**src/rtl/ee_wr_pkg.sv**
```systemverilog
package ee_wr_pkg;
  typedef enum logic [2:0] {
    ST_IDLE, ST_WR, ST_GAP1, ST_POLL, ST_GAP2, ST_DIS, ST_END
  } seq_st_e;

  localparam logic [2:0] OP_WRITE = 3'b101;
  localparam logic [2:0] OP_WDIS  = 3'b100;
  localparam int         DATA_W   = 16;

  // serial clocks in the write frame
  function automatic int wr_frame_len(input int aw);
    return 3 + aw + DATA_W;
  endfunction

  // serial clocks in the write-disable frame
  function automatic int dis_frame_len(input int aw);
    return 3 + aw;
  endfunction

  // system cycles of an exhausted poll
  function automatic int poll_cycles(input int max_att, input int gap, input int div);
    return max_att * gap * (div + 1);
  endfunction
endpackage

```
**src/rtl/ee_tick_gen.sv**
```systemverilog
module ee_tick_gen #(
  parameter int DIV_W = 8
) (
  input  logic             clk,
  input  logic             rst_n,
  input  logic             en_i,
  input  logic [DIV_W-1:0] div_i,
  output logic             tick_o
);
  logic [DIV_W-1:0] cnt_q;

  assign tick_o = en_i && (cnt_q == div_i);

  always_ff @(posedge clk or negedge rst_n) begin
    if (!rst_n)                cnt_q <= '0;
    else if (!en_i || tick_o)  cnt_q <= '0;
    else                       cnt_q <= cnt_q + 1'b1;
  end
endmodule

```
**src/rtl/ee_sync2.sv**
```systemverilog
module ee_sync2 (
  input  logic clk,
  input  logic rst_n,
  input  logic d_i,
  output logic q_o
);
  logic s1_q, s2_q;

  always_ff @(posedge clk or negedge rst_n) begin
    if (!rst_n) begin
      s1_q <= 1'b0;
      s2_q <= 1'b0;
    end else begin
      s1_q <= d_i;
      s2_q <= s1_q;
    end
  end

  assign q_o = s2_q;
endmodule

```
**src/rtl/ee_wr_seq.sv**
```systemverilog
module ee_wr_seq
  import ee_wr_pkg::*;
#(
  parameter int ADDR_W   = 6,
  parameter int DIV_W    = 8,
  parameter int POLL_MAX = 1000,
  parameter int POLL_GAP = 8
) (
  input  logic              clk,
  input  logic              rst_n,
  input  logic [DIV_W-1:0]  div_i,
  input  logic              start_i,
  input  logic [ADDR_W-1:0] addr_i,
  input  logic [15:0]       data_i,
  output logic              busy_o,
  output logic              done_o,
  output logic              timeout_o,
  output logic              ee_cs_o,
  output logic              ee_sk_o,
  output logic              ee_di_o,
  input  logic              ee_do_i
);
  localparam int FRAME_W = wr_frame_len(ADDR_W);
  localparam int DIS_W   = dis_frame_len(ADDR_W);
  localparam int CNT_W   = $clog2(FRAME_W + 1);
  localparam int ATT_W   = $clog2(POLL_MAX + 1);
  localparam int GAP_W   = $clog2(POLL_GAP + 1);

  seq_st_e            st_q;
  logic [FRAME_W-1:0] sh_q;
  logic [CNT_W-1:0]   left_q;
  logic [1:0]         phase_q;
  logic [ATT_W-1:0]   att_q;
  logic [GAP_W-1:0]   gap_q;
  logic               tick, do_s;

  ee_tick_gen #(.DIV_W(DIV_W)) u_tick (
    .clk(clk), .rst_n(rst_n), .en_i(busy_o), .div_i(div_i), .tick_o(tick)
  );

  ee_sync2 u_sync (.clk(clk), .rst_n(rst_n), .d_i(ee_do_i), .q_o(do_s));

  // named internal events
  logic shifting, bit_done, last_bit, poll_sample, poll_ok, poll_giveup;
  assign shifting    = (st_q == ST_WR) || (st_q == ST_DIS);
  assign bit_done    = shifting && tick && (phase_q == 2'd2);
  assign last_bit    = bit_done && (left_q == CNT_W'(1));
  assign poll_sample = (st_q == ST_POLL) && tick && (gap_q == GAP_W'(POLL_GAP - 1));
  assign poll_ok     = poll_sample && do_s;
  assign poll_giveup = poll_sample && !do_s && (att_q == ATT_W'(POLL_MAX - 1));

  assign busy_o  = (st_q != ST_IDLE);
  assign ee_cs_o = shifting || (st_q == ST_POLL);
  assign ee_sk_o = shifting && (phase_q == 2'd1);
  assign ee_di_o = shifting && sh_q[FRAME_W-1];

  always_ff @(posedge clk or negedge rst_n) begin
    if (!rst_n) begin
      st_q      <= ST_IDLE;
      sh_q      <= '0;
      left_q    <= '0;
      phase_q   <= '0;
      att_q     <= '0;
      gap_q     <= '0;
      done_o    <= 1'b0;
      timeout_o <= 1'b0;
    end else begin
      done_o <= 1'b0;
      unique case (st_q)
        ST_IDLE: if (start_i) begin
          sh_q      <= {OP_WRITE, addr_i, data_i};
          left_q    <= CNT_W'(FRAME_W);
          phase_q   <= 2'd0;
          timeout_o <= 1'b0;
          st_q      <= ST_WR;
        end
        ST_WR, ST_DIS: if (tick) begin
          if (phase_q == 2'd2) begin
            phase_q <= 2'd0;
            if (last_bit) begin
              st_q <= (st_q == ST_WR) ? ST_GAP1 : ST_END;
            end else begin
              sh_q   <= sh_q << 1;
              left_q <= left_q - 1'b1;
            end
          end else begin
            phase_q <= phase_q + 1'b1;
          end
        end
        ST_GAP1: if (tick) begin
          att_q <= '0;
          gap_q <= '0;
          st_q  <= ST_POLL;
        end
        ST_POLL: if (tick) begin
          if (poll_sample) begin
            gap_q <= '0;
            if (poll_ok) begin
              st_q <= ST_GAP2;
            end else if (poll_giveup) begin
              timeout_o <= 1'b1;
              st_q      <= ST_GAP2;
            end else begin
              att_q <= att_q + 1'b1;
            end
          end else begin
            gap_q <= gap_q + 1'b1;
          end
        end
        ST_GAP2: if (tick) begin
          sh_q    <= {OP_WDIS, {(ADDR_W + DATA_W){1'b0}}};
          left_q  <= CNT_W'(DIS_W);
          phase_q <= 2'd0;
          st_q    <= ST_DIS;
        end
        ST_END: if (tick) begin
          done_o <= 1'b1;
          st_q   <= ST_IDLE;
        end
        default: st_q <= ST_IDLE;
      endcase
    end
  end

  // assertions beside the logic
  assert_sk_needs_cs_R2: assert property (@(posedge clk) disable iff (!rst_n)
    ee_sk_o |-> ee_cs_o);
  assert_di_hold_R2: assert property (@(posedge clk) disable iff (!rst_n)
    (ee_sk_o && $past(ee_sk_o)) |-> $stable(ee_di_o));
  assert_done_idle_R7: assert property (@(posedge clk) disable iff (!rst_n)
    done_o |-> !busy_o);
  assert_done_pulse_R7: assert property (@(posedge clk) disable iff (!rst_n)
    done_o |=> !done_o);
  assert_poll_bound_R5: assert property (@(posedge clk) disable iff (!rst_n)
    (st_q == ST_POLL) |-> (att_q < ATT_W'(POLL_MAX)));
  assert_timeout_cause_R5: assert property (@(posedge clk) disable iff (!rst_n)
    $rose(timeout_o) |-> $past(poll_giveup));
  assert_ready_ends_poll_R4: assert property (@(posedge clk) disable iff (!rst_n)
    poll_ok |=> (st_q == ST_GAP2) && !timeout_o);
endmodule

```
**config.mk**
```make
export PLATFORM = sky130hd
export DESIGN_NAME = ee_wr_seq
export DESIGN_NICKNAME = d
export VERILOG_FILES = /design/src/rtl/ee_wr_pkg.sv /design/src/rtl/ee_tick_gen.sv /design/src/rtl/ee_sync2.sv /design/src/rtl/ee_wr_seq.sv
export SDC_FILE = /design/constraint.sdc
export NUM_CORES = 1
export LEC_CHECK = 0
export BUFFER_PORTS_ARGS = -buffer_cell sky130_fd_sc_hd__buf_2
export CAP_MARGIN = 20
export CORE_ASPECT_RATIO = 1.1
export CORE_UTILIZATION = 38
export CTS_CLUSTER_DIAMETER = 200
export DETAILED_ROUTE_END_ITERATION = 8
export SETUP_SLACK_MARGIN = 0.05
export SLEW_MARGIN = 20
export SYNTH_ARGS = -nofsm -noshare
export SYNTH_HDL_FRONTEND = slang
export SYNTH_SLANG_ARGS = --single-unit
```
**constraint.sdc**
```tcl
create_clock -name clk -period 5.3 [get_ports clk]
set_input_delay 0.265 -clock clk [delete_from_list [all_inputs] [get_ports clk]]
set_output_delay 0.265 -clock clk [all_outputs]
set_load 0.02 [all_outputs]
```
==> metrics.cfg <==
[critical_path]
crit_path_end_kind = flip-flop
r2r_setup_slack_ns = 2.44
crit_path_max_fanout = 58
slowest_stage = dfrtp_1
critPathBufInv = 0
crit_type = reg -> reg
crit_chain = nor2b_1 -> and3_1 -> a221o_1 -> o31a_2 -> o41a_1 -> or3_1
worstPathRequired_ns = 5.52
slowest_delay_ns = 0.63
worst_ep_arrival_time_ns = 3.08
critPathTopFamily = compound AO/OA/AOI/OAI gates
start_kind = flip-flop

[yosys]
synth_enable_flop_cells = 0
yosys-top-cells-area = dfrtp_1 49%, o21ai_0 5.8%, nand2_1 5.7%
ys.flop_type = dfrtp_1
synth_cell_types = 46
seq_area_frac_synth_pct = 49.2
yosysTopAreaCellShare_pct = 49.2
syn_nets = 369
syn_area_per_cell_um2 = 9.40
async_flop_share_pct = 100
syn_area_mm2 = 0.00310
yosysWarnings = 0
synth_seq_cells = 61
yosysTopAreaCell = dfrtp_1
syn_inst = 330

[finish]
fin_util_pct = 45.5
nNetsFinal = 403
multi_input_area_mm2 = 0.00148
fillCellCount = 800
syn2layout_area_growth_pct = 16.1
drive_gt1_share_pct = 18.4
post-route-cell-area_mm2 = 0.00360
diodes = 0
regArea_mm2 = 0.00153

[timing]
rsz0062_at_grt = no
setup_viol = 0
period_minus_slack_ns = 2.86
finalClockSkew_ns = 0.0133
fmax_mhz = 350
worstMarginPinSlew_ns = 0.911
drv_slew = 0
setup_tns_ns = 0
period_share_pct = 54.0
final-hold-violation-count = 0
slew_headroom_pct = 39.2

[floorplanning]
coreArea_mm2 = 0.00791
die_h_um = 96.8
ios = 40
initial_core_util_pct = 39.2
die_area_mm2 = 0.00853
die_w_um = 88.2
row_count = 34

[clock_network]
clock_path_buffers = 2
cts_tree = yes
cts_setup_buffers = 0
cts.root.buffer_cell = clkbuf_8
cts.clk_slew.worst_paths_ns = 0.07
ctsHoldBuffers = 0
clock-sinks = 61
clock_latency_ns = 0.34
cts_buffers = 9
cts-resized-gates = 0
htree_levels = 3

[global_routing]
grt_remaining_overflow = 0
grtUsageTotal_pct = 16.3
grt_pass1_vias = 2382
antenna_found_initial = 0
grt_first_pass_wirelength_mm = 10.9
grt_start_max_net_pins = 62

[routing]
drt-met1-wl_mm = 3.09
ant_nets = 0
route.met3.wl_um = 284
first_pass_iters = 4
totalWireLength_mm = 6.20
via_per_inst = 5.06
drt-wirelength-per-cell_um = 13.0
top_layer = met4
drt_iter0_markers = 122
wl_met2_mm = 2.76
drc = 0
num_vias = 2414

[run]
maxCapViolCount = 0

[placed_design]
dp_hpwl_mm = 4.15
dpl_cell_area_mm2 = 0.00338
portBuffers = 39
gp_congestion = 0.749

[hold_path]
min_path_type = in -> reg

[run_status]
status = finished, final reports clean

[power]
leakagePower_nw = 1.58
power_density_mw_per_mm2 = 342
peakVddDrop_uv = 223

[metal layers]
layer  vias up  GRT usage (%)
met1      1128           22.3
met4         0           5.71
met2        45           24.1
met3         6           5.20
met5         -              0
li1       1235              -
[worst paths after layout]
kind,endpoint,startpoint,cells past startpoint
setup / recovery,left_q[3],st_q[0],6
hold / removal,u_sync.s1_q,ee_do_i,1
setup reg to reg,left_q[3],st_q[0],6
hold reg to reg,u_sync.q_o,u_sync.s1_q,0
max in group asynchronous,left_q[4],rst_n,2
min in group asynchronous,u_tick.cnt_q[4],rst_n,2
[cells in the mapped netlist (2+ instances only)]
library cell,instances
dfrtp_1,61
nand2_1,47
o21ai_0,36
nor2_1,26
a22oi_1,21
clkbuf_1,13
xor2_1,13
nand3_1,10
nor3_1,10
inv_1,8
a21oi_1,7
xnor2_1,6
and3_1,5
ha_1,5
or3_1,4
and2_1,3
buf_2,3
mux2_2,3
mux2i_1,3
nand2b_1,3
nand4_1,3
nor2b_1,3
nor4_1,3
o31ai_1,3
or2_2,3
or4_1,3
a22o_1,2
a31oi_1,2
buf_1,2
nor4_4,2
o211ai_1,2
[per-stage QoR]
| stage | hold WS [ns] | total power [W] | instances | worst slack (ns) |
|---|---|---|---|---|
| 3_5_place_dp | 0.345 | 0.000785 | 461 | 2.43 |
| 2_1_floorplan | -0.0306 | 0.000722 | 330 | 3.14 |
| 6_report | 0.0424 | 0.00123 | 477 | 2.44 |
| 4_1_cts | 0.0279 | 0.00125 | 477 | 2.44 |
| 5_1_grt | 0.0278 | 0.00130 | 477 | 2.25 |
| 3_3_place_gp | 0.341 | 0.000778 | 461 | 2.47 |
[registers in the layout, summed over array words and instances (netlist names)]
signal and cells:
phase_q 2, done_o 1, u_sync.s1_q 1, sh_q 25, left_q 5, gap_q 4
att_q 10, st_q 3, u_sync.q_o 1, u_tick.cnt_q 8, timeout_o 1
[layout make-up]
type                    count  area share, %
clock buffers               9           3.44
clock inverters             7           2.78
inverters                   8          0.834
multi-input cells         243           41.0
flip-flops and latches     61           42.4
well taps                 108           3.75
repair buffers             41           5.84
[report_power, final]
group	switching (W)	internal (W)
registers	0.0000535	0.000522
clock network	0.000196	0.000266
logic	0.000103	0.0000927
[cells in the final DEF, fill, tap and decap left out, drive strengths merged, types with 7 or more instances in the layout]
cell type  instances
o21ai             36
a21oi              7
nand3             11
dfrtp             61
clkbuf             9
nand2             47
a22oi             21
inv                8
nor2              26
xor2              13
nor3              10
buf               41
[cells by family (layout without fill, tap and decap cells)]
| family | after synthesis | in the layout | share of synthesized area (%) |
|---|---|---|---|
| adders and majority gates | 5 | 5 | 2.02 |
| xor gates and xnor gates | 19 | 19 | 5.36 |
| AOI/OAI and AO/OA | 84 | 84 | 17.4 |
| and+or+nand+nor | 129 | 129 | 20.7 |
| muxes | 6 | 6 | 2.06 |
| DFF | 61 | 61 | 49.2 |
| buffers and inverters | 26 | 65 | 3.27 |
[worst register-to-register path, stage by stage (launching register included)]
cell and delay (ns):
dfrtp_1 0.63, nor2b_1 0.26, and3_1 0.19, a221o_1 0.31
o31a_2 0.59, o41a_1 0.43, or3_1 0.34
Note: power is estimated with default switching activity, not from simulation.
